<file path="config.mk">
export PLATFORM = sky130hd
export DESIGN_NAME = cfg_uart
export DESIGN_NICKNAME = d
export VERILOG_FILES = /design/src/rtl/uart_pkg.sv /design/src/rtl/uart_baud.sv /design/src/rtl/uart_ctrl.sv /design/src/rtl/uart_dpath.sv /design/src/rtl/cfg_uart.sv
export SDC_FILE = /design/constraint.sdc
export NUM_CORES = 1
export LEC_CHECK = 0
export BUFFER_PORTS_ARGS = -buffer_cell sky130_fd_sc_hd__buf_2
export CAP_MARGIN = 40
export CORE_MARGIN = 2
export CORE_UTILIZATION = 40
export DETAILED_ROUTE_END_ITERATION = 8
export GPL_TIMING_DRIVEN = 0
export SKIP_LAST_GASP = 1
export SYNTH_ARGS = -nofsm -noshare
export SYNTH_HDL_FRONTEND = slang
export SYNTH_SLANG_ARGS = --single-unit
export TNS_END_PERCENT = 5
</file>
<file path="constraint.sdc">
create_clock -name clk -period 3.5 [get_ports clk]
set_input_delay 0.175 -clock clk [delete_from_list [all_inputs] [get_ports clk]]
set_output_delay 0.175 -clock clk [all_outputs]
set_load 0.01 [all_outputs]
</file>
<file path="src/rtl/uart_pkg.sv">
package uart_pkg;
  localparam int DATA_W   = 9;
  localparam int MIN_BITS = 5;

  localparam logic [2:0] PAR_NONE  = 3'd0;
  localparam logic [2:0] PAR_ODD   = 3'd1;
  localparam logic [2:0] PAR_EVEN  = 3'd2;
  localparam logic [2:0] PAR_MARK  = 3'd3;
  localparam logic [2:0] PAR_SPACE = 3'd4;

  typedef enum logic [2:0] {
    LINE_IDLE, LINE_START, LINE_DATA, LINE_PARITY, LINE_STOP
  } txSel_t;

  typedef enum logic [2:0] {
    RX_IDLE, RX_START, RX_DATA, RX_PARITY, RX_STOP, RX_BREAK
  } rxState_t;

  typedef struct packed {
    txSel_t txSel;
    logic   txLoad;
    logic   txShift;
    logic   rxBegin;
    logic   rxShift;
    logic   rxParChk;
    logic   rxPush;
  } strobe_t;

  typedef struct packed {
    logic              frameErr;
    logic              parErr;
    logic [DATA_W-1:0] data;
  } rxEntry_t;

  function automatic logic [2:0] clampLen(input logic [2:0] code);
    return (code > 3'd4) ? 3'd4 : code;
  endfunction

  function automatic logic parityOf(input logic [2:0] mode, input logic [DATA_W-1:0] bits);
    case (mode)
      PAR_ODD:  return ~(^bits);
      PAR_EVEN: return ^bits;
      PAR_MARK: return 1'b1;
      default:  return 1'b0;
    endcase
  endfunction
endpackage

</file>
<file path="src/rtl/uart_baud.sv">
module uart_baud #(
  parameter int TW = 16,
  parameter int PW = 2
) (
  input  logic          clk,
  input  logic          rst,
  input  logic [TW-1:0] reload,
  input  logic [PW-1:0] preSel,
  output logic          tick
);
  localparam int PRE_BITS = (1 << PW) - 1;

  logic [PRE_BITS-1:0] preCnt;
  logic [PRE_BITS-1:0] preMask;
  logic                preEn;
  logic [TW-1:0]       timer;

  assign preMask = PRE_BITS'((1 << preSel) - 1);
  assign preEn   = ((preCnt & preMask) == preMask);
  assign tick    = preEn && (timer == {TW{1'b1}});

  always_ff @(posedge clk) begin
    if (rst) preCnt <= '0;
    else     preCnt <= preCnt + PRE_BITS'(1);
  end

  always_ff @(posedge clk) begin
    if (rst) begin
      timer <= {TW{1'b1}};
    end else if (preEn) begin
      if (timer == {TW{1'b1}}) timer <= reload;
      else                     timer <= timer + TW'(1);
    end
  end
endmodule

</file>
<file path="src/rtl/uart_ctrl.sv">
module uart_ctrl
  import uart_pkg::*;
(
  input  logic       clk,
  input  logic       rst,
  input  logic       tick,
  input  logic       txWrite,
  input  logic [2:0] lenSel,
  input  logic       parEn,
  input  logic       stop2,
  input  logic       rxLine,
  output strobe_t    stb,
  output logic       txIdle
);
  txSel_t     txState;
  logic [2:0] txSub;
  logic [3:0] txCnt;
  logic       txStopCnt;
  logic       txEnd;

  rxState_t   rxState;
  logic [2:0] rxSub;
  logic [3:0] rxCnt;
  logic       rxSamp;

  logic [3:0] lastIdx;

  assign lastIdx = {1'b0, clampLen(lenSel)} + 4'd4;
  assign txEnd   = tick && (txSub == 3'd7);
  assign rxSamp  = tick && (rxSub == 3'd7);
  assign txIdle  = (txState == LINE_IDLE);

  // transmit sequencing
  always_ff @(posedge clk) begin
    if (rst) begin
      txState   <= LINE_IDLE;
      txSub     <= '0;
      txCnt     <= '0;
      txStopCnt <= 1'b0;
    end else if (txState == LINE_IDLE) begin
      if (txWrite) begin
        txState <= LINE_START;
        txSub   <= '0;
      end
    end else begin
      if (tick) txSub <= txSub + 3'd1;
      if (txEnd) begin
        case (txState)
          LINE_START: begin
            txState <= LINE_DATA;
            txCnt   <= '0;
          end
          LINE_DATA: begin
            if (txCnt == lastIdx) begin
              txState   <= parEn ? LINE_PARITY : LINE_STOP;
              txStopCnt <= 1'b0;
            end else begin
              txCnt <= txCnt + 4'd1;
            end
          end
          LINE_PARITY: begin
            txState   <= LINE_STOP;
            txStopCnt <= 1'b0;
          end
          default: begin
            if (stop2 && !txStopCnt) txStopCnt <= 1'b1;
            else                     txState   <= LINE_IDLE;
          end
        endcase
      end
    end
  end

  // receive sequencing
  always_ff @(posedge clk) begin
    if (rst) begin
      rxState <= RX_IDLE;
      rxSub   <= '0;
      rxCnt   <= '0;
    end else begin
      case (rxState)
        RX_IDLE: begin
          if (tick && !rxLine) begin
            rxState <= RX_START;
            rxSub   <= '0;
          end
        end
        RX_START: begin
          if (tick) begin
            if (rxSub == 3'd3) begin
              rxSub <= '0;
              rxCnt <= '0;
              rxState <= rxLine ? RX_IDLE : RX_DATA;
            end else begin
              rxSub <= rxSub + 3'd1;
            end
          end
        end
        RX_DATA: begin
          if (tick) rxSub <= rxSub + 3'd1;
          if (rxSamp) begin
            if (rxCnt == lastIdx) rxState <= parEn ? RX_PARITY : RX_STOP;
            else                  rxCnt   <= rxCnt + 4'd1;
          end
        end
        RX_PARITY: begin
          if (tick) rxSub <= rxSub + 3'd1;
          if (rxSamp) rxState <= RX_STOP;
        end
        RX_STOP: begin
          if (tick) rxSub <= rxSub + 3'd1;
          if (rxSamp) rxState <= rxLine ? RX_IDLE : RX_BREAK;
        end
        default: begin
          if (rxLine) rxState <= RX_IDLE;
        end
      endcase
    end
  end

  always_comb begin
    stb          = '0;
    stb.txSel    = txState;
    stb.txLoad   = (txState == LINE_IDLE) && txWrite;
    stb.txShift  = (txState == LINE_DATA) && txEnd;
    stb.rxBegin  = (rxState == RX_START) && tick && (rxSub == 3'd3) && !rxLine;
    stb.rxShift  = (rxState == RX_DATA) && rxSamp;
    stb.rxParChk = (rxState == RX_PARITY) && rxSamp;
    stb.rxPush   = (rxState == RX_STOP) && rxSamp;
  end
endmodule

</file>
<file path="src/rtl/uart_dpath.sv">
module uart_dpath
  import uart_pkg::*;
#(
  parameter int DEPTH = 3
) (
  input  logic              clk,
  input  logic              rst,
  input  strobe_t           stb,
  input  logic [2:0]        lenSel,
  input  logic [2:0]        parMode,
  input  logic [DATA_W-1:0] txData,
  input  logic              rxd,
  input  logic              rxRead,
  output logic              txd,
  output logic              rxLine,
  output logic [DATA_W-1:0] rxData,
  output logic              rxAvail,
  output logic              rxParErr,
  output logic              rxFrameErr,
  output logic              rxOverrun
);
  localparam int CW = $clog2(DEPTH + 1);
  localparam int PW = $clog2(DEPTH);
  localparam logic [CW-1:0] FULL = CW'(DEPTH);
  localparam logic [PW-1:0] LAST = PW'(DEPTH - 1);

  logic [3:0]        shAmt;
  logic [DATA_W-1:0] dataMask;
  logic [DATA_W-1:0] txShreg;
  logic              txParBit;
  logic [1:0]        rxSync;
  logic [DATA_W-1:0] rxShreg;
  logic [DATA_W-1:0] rxAligned;
  logic              rxPerrCur;
  rxEntry_t          newEntry;
  rxEntry_t          slots [DEPTH];
  logic [PW-1:0]     wrPtr, rdPtr;
  logic [CW-1:0]     count;
  logic              pop, accept;

  assign shAmt     = 4'(DATA_W - MIN_BITS) - {1'b0, clampLen(lenSel)};
  assign dataMask  = {DATA_W{1'b1}} >> shAmt;
  assign rxAligned = rxShreg >> shAmt;

  // transmit shift path
  always_ff @(posedge clk) begin
    if (rst) begin
      txShreg  <= '0;
      txParBit <= 1'b0;
    end else if (stb.txLoad) begin
      txShreg  <= txData;
      txParBit <= parityOf(parMode, txData & dataMask);
    end else if (stb.txShift) begin
      txShreg  <= txShreg >> 1;
    end
  end

  always_comb begin
    case (stb.txSel)
      LINE_START:  txd = 1'b0;
      LINE_DATA:   txd = txShreg[0];
      LINE_PARITY: txd = txParBit;
      default:     txd = 1'b1;
    endcase
  end

  // receive sampling path
  always_ff @(posedge clk) begin
    if (rst) rxSync <= 2'b11;
    else     rxSync <= {rxSync[0], rxd};
  end
  assign rxLine = rxSync[1];

  always_ff @(posedge clk) begin
    if (rst) begin
      rxShreg   <= '0;
      rxPerrCur <= 1'b0;
    end else begin
      if (stb.rxBegin)  rxPerrCur <= 1'b0;
      if (stb.rxShift)  rxShreg   <= {rxLine, rxShreg[DATA_W-1:1]};
      if (stb.rxParChk) rxPerrCur <= (rxLine != parityOf(parMode, rxAligned));
    end
  end

  assign newEntry = '{frameErr: !rxLine, parErr: rxPerrCur, data: rxAligned};

  // receive queue
  assign pop    = rxRead && (count != '0);
  assign accept = stb.rxPush && ((count != FULL) || pop);

  for (genvar g = 0; g < DEPTH; g++) begin : gSlot
    always_ff @(posedge clk) begin
      if (rst)                                slots[g] <= '0;
      else if (accept && (wrPtr == PW'(g)))   slots[g] <= newEntry;
    end
  end

  always_ff @(posedge clk) begin
    if (rst) begin
      wrPtr     <= '0;
      rdPtr     <= '0;
      count     <= '0;
      rxOverrun <= 1'b0;
    end else begin
      if (accept) wrPtr <= (wrPtr == LAST) ? '0 : wrPtr + PW'(1);
      if (pop)    rdPtr <= (rdPtr == LAST) ? '0 : rdPtr + PW'(1);
      if (accept && !pop)      count <= count + CW'(1);
      else if (pop && !accept) count <= count - CW'(1);
      if (stb.rxPush && !accept) rxOverrun <= 1'b1;
      else if (rxRead)           rxOverrun <= 1'b0;
    end
  end

  assign rxAvail    = (count != '0);
  assign rxData     = slots[rdPtr].data;
  assign rxParErr   = slots[rdPtr].parErr;
  assign rxFrameErr = slots[rdPtr].frameErr;
endmodule

</file>
<file path="src/rtl/cfg_uart.sv">
module cfg_uart
  import uart_pkg::*;
#(
  parameter int RELOAD_W = 16,
  parameter int PRE_W    = 2,
  parameter int RX_DEPTH = 3
) (
  input  logic                clk,
  input  logic                rst,
  input  logic [2:0]          cfgLen,
  input  logic [2:0]          cfgParity,
  input  logic                cfgStop2,
  input  logic [PRE_W-1:0]    cfgPrescale,
  input  logic [RELOAD_W-1:0] cfgReload,
  input  logic [DATA_W-1:0]   txData,
  input  logic                txWrite,
  output logic                txIdle,
  output logic                txd,
  input  logic                rxd,
  input  logic                rxRead,
  output logic [DATA_W-1:0]   rxData,
  output logic                rxAvail,
  output logic                rxParErr,
  output logic                rxFrameErr,
  output logic                rxOverrun
);
  logic    tick;
  logic    rxLine;
  strobe_t stb;

  uart_baud #(.TW(RELOAD_W), .PW(PRE_W)) uBaud (
    .clk(clk), .rst(rst), .reload(cfgReload), .preSel(cfgPrescale), .tick(tick)
  );

  uart_ctrl uCtrl (
    .clk(clk), .rst(rst), .tick(tick), .txWrite(txWrite), .lenSel(cfgLen),
    .parEn(cfgParity != PAR_NONE), .stop2(cfgStop2), .rxLine(rxLine),
    .stb(stb), .txIdle(txIdle)
  );

  uart_dpath #(.DEPTH(RX_DEPTH)) uDpath (
    .clk(clk), .rst(rst), .stb(stb), .lenSel(cfgLen), .parMode(cfgParity),
    .txData(txData), .rxd(rxd), .rxRead(rxRead), .txd(txd), .rxLine(rxLine),
    .rxData(rxData), .rxAvail(rxAvail), .rxParErr(rxParErr),
    .rxFrameErr(rxFrameErr), .rxOverrun(rxOverrun)
  );
endmodule

</file>
Yosys cells after proc, flatten, opt, wreduce, memory -nomap -nowiden
Memories as Yosys holds them, arrays and structs flattened. A register that Yosys moved wholly into a read port is not among the register bits. Index checks and enable logic that the tools add are counted.

Bits in registers: 69. Memory bits (writable): 33. Input port bits: 39. Output and inout port bits: 15. Logic and storage cells: 202. Memories: 1.

$add $sub $neg: 13. Order comparisons: 1. Equal/unequal tests: 36. Shift operators: 3. Muxes and demuxes: 69. Bitwise gates (word level): 9. Reductions and logical operators: 52.

Memories: uDpath.slots (depth 3, width 11, read ports 1, clocked after Yosys merged registers in 1, write ports 3, line uart_dpath.sv:36) `rxEntry_t slots [DEPTH];`.

Operators with widths (number): 3-bit two-way mux (23); 11-bit two-way mux (3); 3-bit by 2-bit equality test with 1-bit output (second input constant) (7); 1-bit logical AND (21); 4-bit two-way mux (5); 1-bit two-way mux (19); 9-bit two-way mux (2); 2-bit by 1-bit != test with 1-bit output (second input constant) (9); 3-bit one-hot mux with 3 select lines (2); 2-bit nonzero test (9); 9-bit XOR reduction (2); 16-bit by 1-bit adder with 16-bit output (second input constant) (1); 16-bit equality test (second input constant) (1); 16-bit two-way mux (1); 4-bit one-hot mux with 2 select lines (2); 3-bit one-hot mux with 5 select lines (1); 2-bit two-way mux (7); 1-bit one-hot mux with 3 select lines (4); 4-bit AND reduction (3); 5-bit AND reduction (2); 3-bit by 1-bit adder with 3-bit output (second input constant) (3); 9-bit AND (1); 3-bit by 1-bit equality test with 1-bit output (second input constant) (3); 3-bit equality test (second input constant) (3); other kinds (30) (49).

Longest topological paths before layout
Gate-level depths: netlist of the first run.

Depth after elaboration: 13. Gate-level depth with buffers: 14. Depth with buffers taken out: 12.

Hierarchy
A second synthesis of the first run with hierarchy kept.

Cell total of the unflattened synthesis: 653. Area total of the unflattened synthesis: 6003.3 µm².

By module, submodules not included: uart_dpath (times used 1, cells an instance 330, area each 3352.0 µm², seq. area each 1611.5 µm²); uart_ctrl (times used 1, cells an instance 190, area each 1493.9 µm², seq. area each 420.4 µm²); uart_baud (times used 1, cells an instance 132, area each 1151.1 µm², seq. area each 380.4 µm²); cfg_uart (times used 1, cells an instance 1, area each 6.3 µm², seq. area each 0.0 µm²).

Worst setup path before layout of the first run
Ideal clock, no wire load.

Path kind: input to register. From: in cfgLen[0]. To: reg uDpath.rxPerrCur. Setup time: 0.072 ns. Arrival time: 3.050 ns. Slack: 0.378 ns. Stages on the path: 12. Cell sequence: nor2b_1 > buf_2 > clkinv_1 > ha_1 > clkbuf_1 > inv_1 > a221o_1 > a221oi_1 > xnor2_1 > xnor2_1 > mux2i_1 > mux2i_1.

Word-level cells in the longest chain between the ends: 11.

RTL lines: from (decl) (line cfg_uart.sv:10) `input logic [2:0] cfgLen,`; 3-bit > comparator (line uart_pkg.sv:36) `return (code > 3'd4) ? 3'd4 : code;`; 3-bit two-way mux (*) (line uart_pkg.sv:36); 3-bit by 3-bit subtractor with 4-bit output (*) (line uart_dpath.sv:41) `assign shAmt = 4'(DATA_W - MIN_BITS) - {1'b0, clampLen(lenSel)};`; 9-bit by 4-bit right shift with 9-bit output (*) (line uart_dpath.sv:43) `assign rxAligned = rxShreg >> shAmt;`; 9-bit XOR reduction (*) (line uart_pkg.sv:41, uart_pkg.sv:42); 1-bit NOT (line uart_pkg.sv:41) `PAR_ODD: return ~(^bits);`; 1-bit one-hot mux with 3 select lines (*) (line uart_pkg.sv:40) `case (mode)`; 1-bit two-way mux (*) (line uart_dpath.sv:81) `if (stb.rxParChk) rxPerrCur <= (rxLine != parityOf(parMode, rxAligned));`; 1-bit two-way mux (*) (line uart_dpath.sv:75) `if (rst) begin`; 1-bit != test (*) (line uart_dpath.sv:81); 1-bit two-way mux (*) (line uart_dpath.sv:81); to (signal assigned) (line uart_dpath.sv:81); to (decl) (line uart_dpath.sv:34) `logic rxPerrCur;`.

Mark *: on every way between the ends. The rest lies on a longest branch, timed or not. The select of a mux whose other input is x is not followed. A chain may end at the register's enable or synchronous reset.

Worst setup path in the final report of the first run
Ends and elaborated chain as after synthesis.

==> results.md, run 1 <==
* Die Area at 0.0151 sq mm
* Vias in the first global route at 4621
* Post-synth top flop: dfxtp_1
* Io pins at 54
* CTS Buf Count at 9
* Sequential Area at 0.00241 sq mm
* Die height at 123 microns
* Synth top area share at 0.251
* Setup Buffers After CTS at 0
* Top post-synthesis cells by area: dfxtp_1 25%, edfxtp_1 18%, nor2_1 6.4%
* Warnings, synthesis at 0
* Mux contribution to synthesized area at 0.0766
* Worst slew pin tran at 0.919 ns
* Grt met1 use at 0.254
* Area grow syn2layout at 14.9%
* Initial drt markers at 281
* Clock root buffer: clkbuf_16
* GR Layer Usage met3 at 0.0316
* Wirelength per Cell at 15.1 microns
* Final Power at 3.41 mW
* # Max-Cap Violations at 0
* Critical-path cell list: buf_2, nor2b_1, buf_2, clkinv_1, ha_2, clkbuf_2, mux2i_1, a211oi_1, a21oi_2, xnor2_1, xnor2_1, xnor2_1, mux2i_1, mux2i_1
* Fmax at 298 MHz
* Core Rows at 43
* Post-synthesis compound-gate area fraction at 0.161
* Area of the multi-input gates at 0.00307 sq mm
* Avg Synthesized Cell Area at 8.70 sq um
* Crit path capture type: flip-flop
* Input/output buffers at 53
* Drc violations at 0
* Worst path top cell family by delay: buffers and inverters
* Final Skew at 0.00445 ns
* Post-Synth Simple-Gate Area at 0.235
* Synthesized area at 0.00565 sq mm
* EDFF count, synth at 33
* Sequential fraction of the synthesis area at 0.427
* Drt total wl at 13.6 mm
* Vias at 4963
* Period utilization at 0.960
* Final core occ at 0.470
* Final antenna-violating net count at 0
* Unrepaired setup endpoints after global routing: yes
* Ys async rst share at 0
* Rel. slew slack at 0.382
* Post-route minimum period at 3.36 ns
* Total Routing Usage GR at 0.191
* Post-synth net total at 702
* Worst Setup Start Kind: input pin
* Synth area leader: dfxtp_1
* Slew Viols, Final at 0
* CTS H-tree lvls at 3
* Drt first pass iters at 6
* Initial antenna violation count at 0
* Vias per inst at 5.51
* Register clock-pin slew on the reported worst setup and hold paths at 0.07 ns
* Leak Pwr at 2.42 nW
* Netlist cell types at 68
* Pre-CTS WS at -0.580 ns
* Commonest non-fill, non-tap cell in the layout: nor2_1
* RD Place Congestion at 0.833
* ANT cells at 0
* Critical path class: in -> reg
* Largest net degree at the start of global routing at 20
* Core area at 0.0138 sq mm
* Clock Sinks at 104
* Share of cells above drive strength 1 at 0.150
* Global route hottest layer: met2
* CP Max Fanout at 10
* CTS tree: yes
* Final WS setup at 0.141 ns
* Fill count at 1354
* Post-Synth XOR/XNOR Area at 0.0372
* Status: finished clean
* Syn Inst Count at 650
* Max Root-Sink Buffers at 2
* Final setup fails at 0
* Worst hold path depth at 3
* Crit path arrival time at 3.65 ns
* Slowest stage delay, CP at 0.53 ns
* Hold Violations, Final at 0
* Main combinational cell family by area after synthesis: simple AND/OR/NAND/NOR gates
* Global Route met2 Usage at 0.307
* Initial Util at 0.409
* Worst path required time at 3.79 ns
* First-pass GRT wire length at 22.6 mm
* Post-Synth Adder-Cell Area at 0.0288
* HPWL Detailed at 9.79 mm
* VDD IR-drop max at 0.355 mV
* R2R cell count at 9
* Crit path depth at 14
* WP buf/inv at 4
* Chip width at 123 microns
* HP Class: in -> reg
* Synth Register Bits at 104
* Nets at 768
* PwrDens at 525 mW/mm^2
* Grt ovf at 0
* Min Hold Slack at 0.0243 ns
* Clk_lat worst skew at 0.36 ns
* Most frequent cells in the layout: 96 x nor2_1, 74 x nand2_1, 71 x dfxtp_1, 55 x buf_2, 52 x a21oi_1
* Slowest stage cell, crit path: ha_2
[cell families after synthesis]
logic type,after synthesis
XOR/XNOR,24
adder cells (fa/ha/maj),13
AND/OR/NAND/NOR,274
multiplexers,38
flip-flops,104
buffers and inverters,48
AO/OA/AOI/OAI,149
[power by group]
group,switching (mW),internal (mW)
clock network,0.484,0.569
logic,0.560,0.381
registers,0.0803,1.34
total,1.12,2.29
[layer usage]
| layer | routed length (microns) | vias up | part of all wire |
|---|---|---|---|
| li1 | - | 2458 | - |
| met1 | 6410 | 2364 | 0.47 |
| met2 | 6320 | 123 | 0.46 |
| met3 | 627 | 18 | 0.046 |
| met4 | 259 | 0 | 0.019 |
| met5 | 0 | - | 0 |
[Yosys cell counts (4+ instances only)]
cell,count
nand2_1,74
nand2b_1,11
nor2_1,96
inv_1,14
or3_1,6
edfxtp_1,33
mux2i_1,32
nand3_1,13
dfxtp_1,71
a21oi_1,53
nor2b_1,8
ha_1,13
o22ai_1,5
nand3b_1,5
mux4_2,4
nor3_1,15
a31oi_1,9
and2_1,4
a221o_1,6
clkbuf_1,26
nand4_1,9
or2_2,11
xnor2_1,17
o21ai_0,40
xor2_1,7
[cell type report]
cell class,count,share of cell area
Timing Repair Buffer,55,0.0435
Sequential cell,104,0.371
Multi-Input combinational cell,498,0.472
Clock inverter,7,0.0131
Clock buffer,9,0.0347
Buffer,33,0.0220
Inverter,15,0.00867
Tap cell,180,0.0347
[tightest hold or removal path: stages]
cell	delay [ns]
buf_2	0.08
a21oi_1	0.05
nand2_1	0.05
[registers in the layout (all words and copies together) (netlist names), 4 cells and up, named ones only]
| signal | flops |
|---|---|
| uDpath.slots | 33 |
| uBaud.timer | 16 |
| uDpath.rxShreg | 9 |
| uDpath.txShreg | 9 |
| uCtrl.rxCnt | 4 |
| uCtrl.txCnt | 4 |
[through the flow]
stage                     cell area (sq um)  setup TNS [ns]  instances
after global placement                 6140          -0.512        883
after global routing                   6490          -0.143        901
final                                  6490               0        901
after detailed placement               6150          -0.583        884
after floorplan                        5650               0        650
after CTS                              6490               0        901
[path summary, 6_finish.rpt]
check / end / slack [ns] / from
max: uDpath.rxPerrCur / 0.14 / cfgLen[0]
min: uBaud.timer[8] / 0.02 / cfgReload[8]
max reg2reg: uDpath.slots[0][10] / 0.25 / uBaud.timer[1]
min reg2reg: uDpath.rxSync[1] / 0.41 / uDpath.rxSync[0]
[repair_timing]
action,CTS,global route
gates resized for setup,3,4
hold buffers,1,0
pin swaps,0,0
hold endpoints to repair,1,0
setup endpoints to repair,1,12
No activity file was read; power rests on OpenSTA's default activity.
==> inputs of run 2 (changes only) <==
==> constraint.sdc (replaced) <==
create_clock -name clk -period 3.5 [get_ports clk]
set_input_delay 1.05 -clock clk [delete_from_list [all_inputs] [get_ports clk]]
set_output_delay 1.05 -clock clk [all_outputs]
set_load 0.01 [all_outputs]
==> run 2 against run 1 <==
  * Die area did not move
  * Core utilization grew 0.90 points
  * Register-to-register slack barely moved
  * Global-route usage grew 0.19 points
  * Final cell count rose by 0.44%
  * Highest routed layer unchanged
  * Fmax fell by 3.3%
  * Power is 1.7% lower
  * Final area increased by 1.9%
  * Non-clock buffer count rose by 4
  * Combinational power up 2.3%
  * Via count fell by 0.69%
  * First-iteration DRC count up 9.6%
==> results.md, run 2 (same netlist as run 1, synthesis figures left out) <==
* ANT cells at 0
* Io pins at 54
* Core Rows at 43
* Slew Viols, Final at 0
* Final Non-Filler Cells at 905
* Drt first pass iters at 8
* Final setup fails at 0
* Area grow syn2layout at 17.1%
* Initial Util at 0.409
* HP Class: reg -> reg
* Vias at 4929
* Clock Sinks at 104
* PwrDens at 507 mW/mm^2
* Largest net degree at the start of global routing at 20
* Worst r2r src: uBaud.timer[0]
* HPWL Detailed at 9.86 mm
* Unrepaired setup endpoints after global routing: yes
* Period utilization at 0.992
* Final WS setup at 0.0267 ns
* Core area at 0.0138 sq mm
* Clk_lat worst skew at 0.35 ns
* # placed instances at 884
* CP Max Fanout at 10
* Nets at 772
* Drt total wl at 13.8 mm
* Crit path capture type: flip-flop
* Clock root buffer: clkbuf_16
* Initial drt markers at 308
* Drc violations at 0
* Reg2reg end: uCtrl.txCnt[2]
* Final core occ at 0.479
* Largest register FFs at 33
* Fill count at 1344
* Die Area at 0.0151 sq mm
* Leak Pwr at 2.48 nW
* R2R cell count at 9
* Post-route minimum period at 3.47 ns
* VDD IR-drop max at 0.361 mV
* CTS H-tree lvls at 3
* Final antenna-violating net count at 0
* Share of cells above drive strength 1 at 0.171
* CTS tree: yes
* Register clock-pin slew on the reported worst setup and hold paths at 0.07 ns
* CTS Buf Count at 9
* R2R setup slack at 0.24 ns
* Most frequent cells in the layout: 96 x nor2_1, 74 x nand2_1, 71 x dfxtp_1, 52 x a21oi_1, 52 x buf_2
* Critical path class: in -> reg
* Hold Violations, Final at 0
* Pre-CTS WS at -0.708 ns
* # Max-Cap Violations at 0
* Worst slew pin tran at 0.892 ns
* Commonest non-fill, non-tap cell in the layout: nor2_1
* Placed Area at 0.00622 sq mm
* Die height at 123 microns
* Worst path required time at 3.79 ns
* Vias in the first global route at 4670
* RD Place Congestion at 0.842
* Total Routing Usage GR at 0.193
* Wirelength per Cell at 15.2 microns
* Hold_sp: uDpath.rxSync[0]
* Initial antenna violation count at 0
* Final Skew at 0.00861 ns
* Fmax at 288 MHz
* Vias per inst at 5.45
* Final Power at 3.35 mW
* Reg with most FFs: uDpath.slots
* Post-cts hold buffer count at 0
* Rel. slew slack at 0.401
* First-pass GRT wire length at 22.8 mm
* Chip width at 123 microns
* Crit path arrival time at 3.76 ns
* Input/output buffers at 53
* Regs by FF count: uDpath.slots (33), uBaud.timer (16)
* Worst Setup Start Kind: input pin
* Worst hold path depth at 1
* Max Root-Sink Buffers at 2
* Hold EP: uDpath.rxSync[1]
* Grt ovf at 0
* Post-route cell area at 0.00662 sq mm
* Status: finished clean
-- run 2: changes by cell type in the layout (fill, tap and decap cells not counted), sizes merged --
cell / change
clkbuf: +1
bufinv: -1
dlygate4sd3: -1
clkinv: -1
buf: +4
inv: +2
-- run 2: cell type report --
class | instances | area (sq um) | share of cell area
multi-input cells | 498 | 3160 | 0.477
plain buffers | 33 | 166 | 0.0251
clock inverters | 7 | 57.6 | 0.00869
clock buffers | 9 | 225 | 0.0340
well taps | 180 | 225 | 0.0340
repair buffers | 59 | 313 | 0.0473
flip-flops and latches | 104 | 2410 | 0.364
inverters | 15 | 61.3 | 0.00926
-- run 2: worst max-delay path by stage --
| stage | depth (start not counted) | startpoint | slack [ns] | to |
|---|---|---|---|---|
| after floorplan | 12 | cfgLen[0] | -0.007 | uDpath.rxPerrCur |
| after global placement | 14 | cfgLen[0] | -0.69 | uDpath.rxPerrCur |
| after detailed placement | 14 | cfgLen[0] | -0.71 | uDpath.rxPerrCur |
| after CTS | 14 | cfgLen[0] | 0.006 | uDpath.rxPerrCur |
| after global routing | 14 | cfgLen[0] | -0.15 | uDpath.rxPerrCur |
| final | 13 | cfgLen[0] | 0.03 | uDpath.rxPerrCur |
-- run 2: what timing repair did --
item                                    in CTS  in global routing
resized for setup                            8                  6
pin swaps                                    3                  3
endpoints found under the hold margin        0                  0
setup buffers                                3                  2
endpoints found under the setup margin       1                 13
-- run 2: power breakdown --
| group | internal [mW] | switching [mW] |
|---|---|---|
| sequential | 1.34 | 0.0797 |
| clock | 0.496 | 0.479 |
| combinational | 0.400 | 0.563 |
-- run 2: through the flow --
step / TNS (ns) / hold WS [ns]
2_1_floorplan: -0.00666 / 0.389
3_3_place_gp: -1.64 / 0.396
3_5_place_dp: -1.04 / 0.394
4_1_cts: 0 / 0.412
5_1_grt: -0.205 / 0.447
6_report: 0 / 0.411
-- run 2: critical path, stage by stage --
cell and delay (ns):
clkbuf_4 0.15, nor2b_1 0.14, buf_4 0.13, clkinv_4 0.10, ha_4 0.17, clkbuf_8 0.17, mux2_4 0.35, a221o_1 0.36
a221oi_4 0.34, xnor2_2 0.11, xnor2_1 0.24, mux2i_1 0.25, mux2i_1 0.19
-- run 2: per-layer routing --
metal	routed length [microns]	track usage	up-vias
li1	-	-	2455
met1	6340	0.248	2330
met2	6570	0.327	129
met3	678	0.0335	15
met4	189	0.0603	0
met5	0	0	-
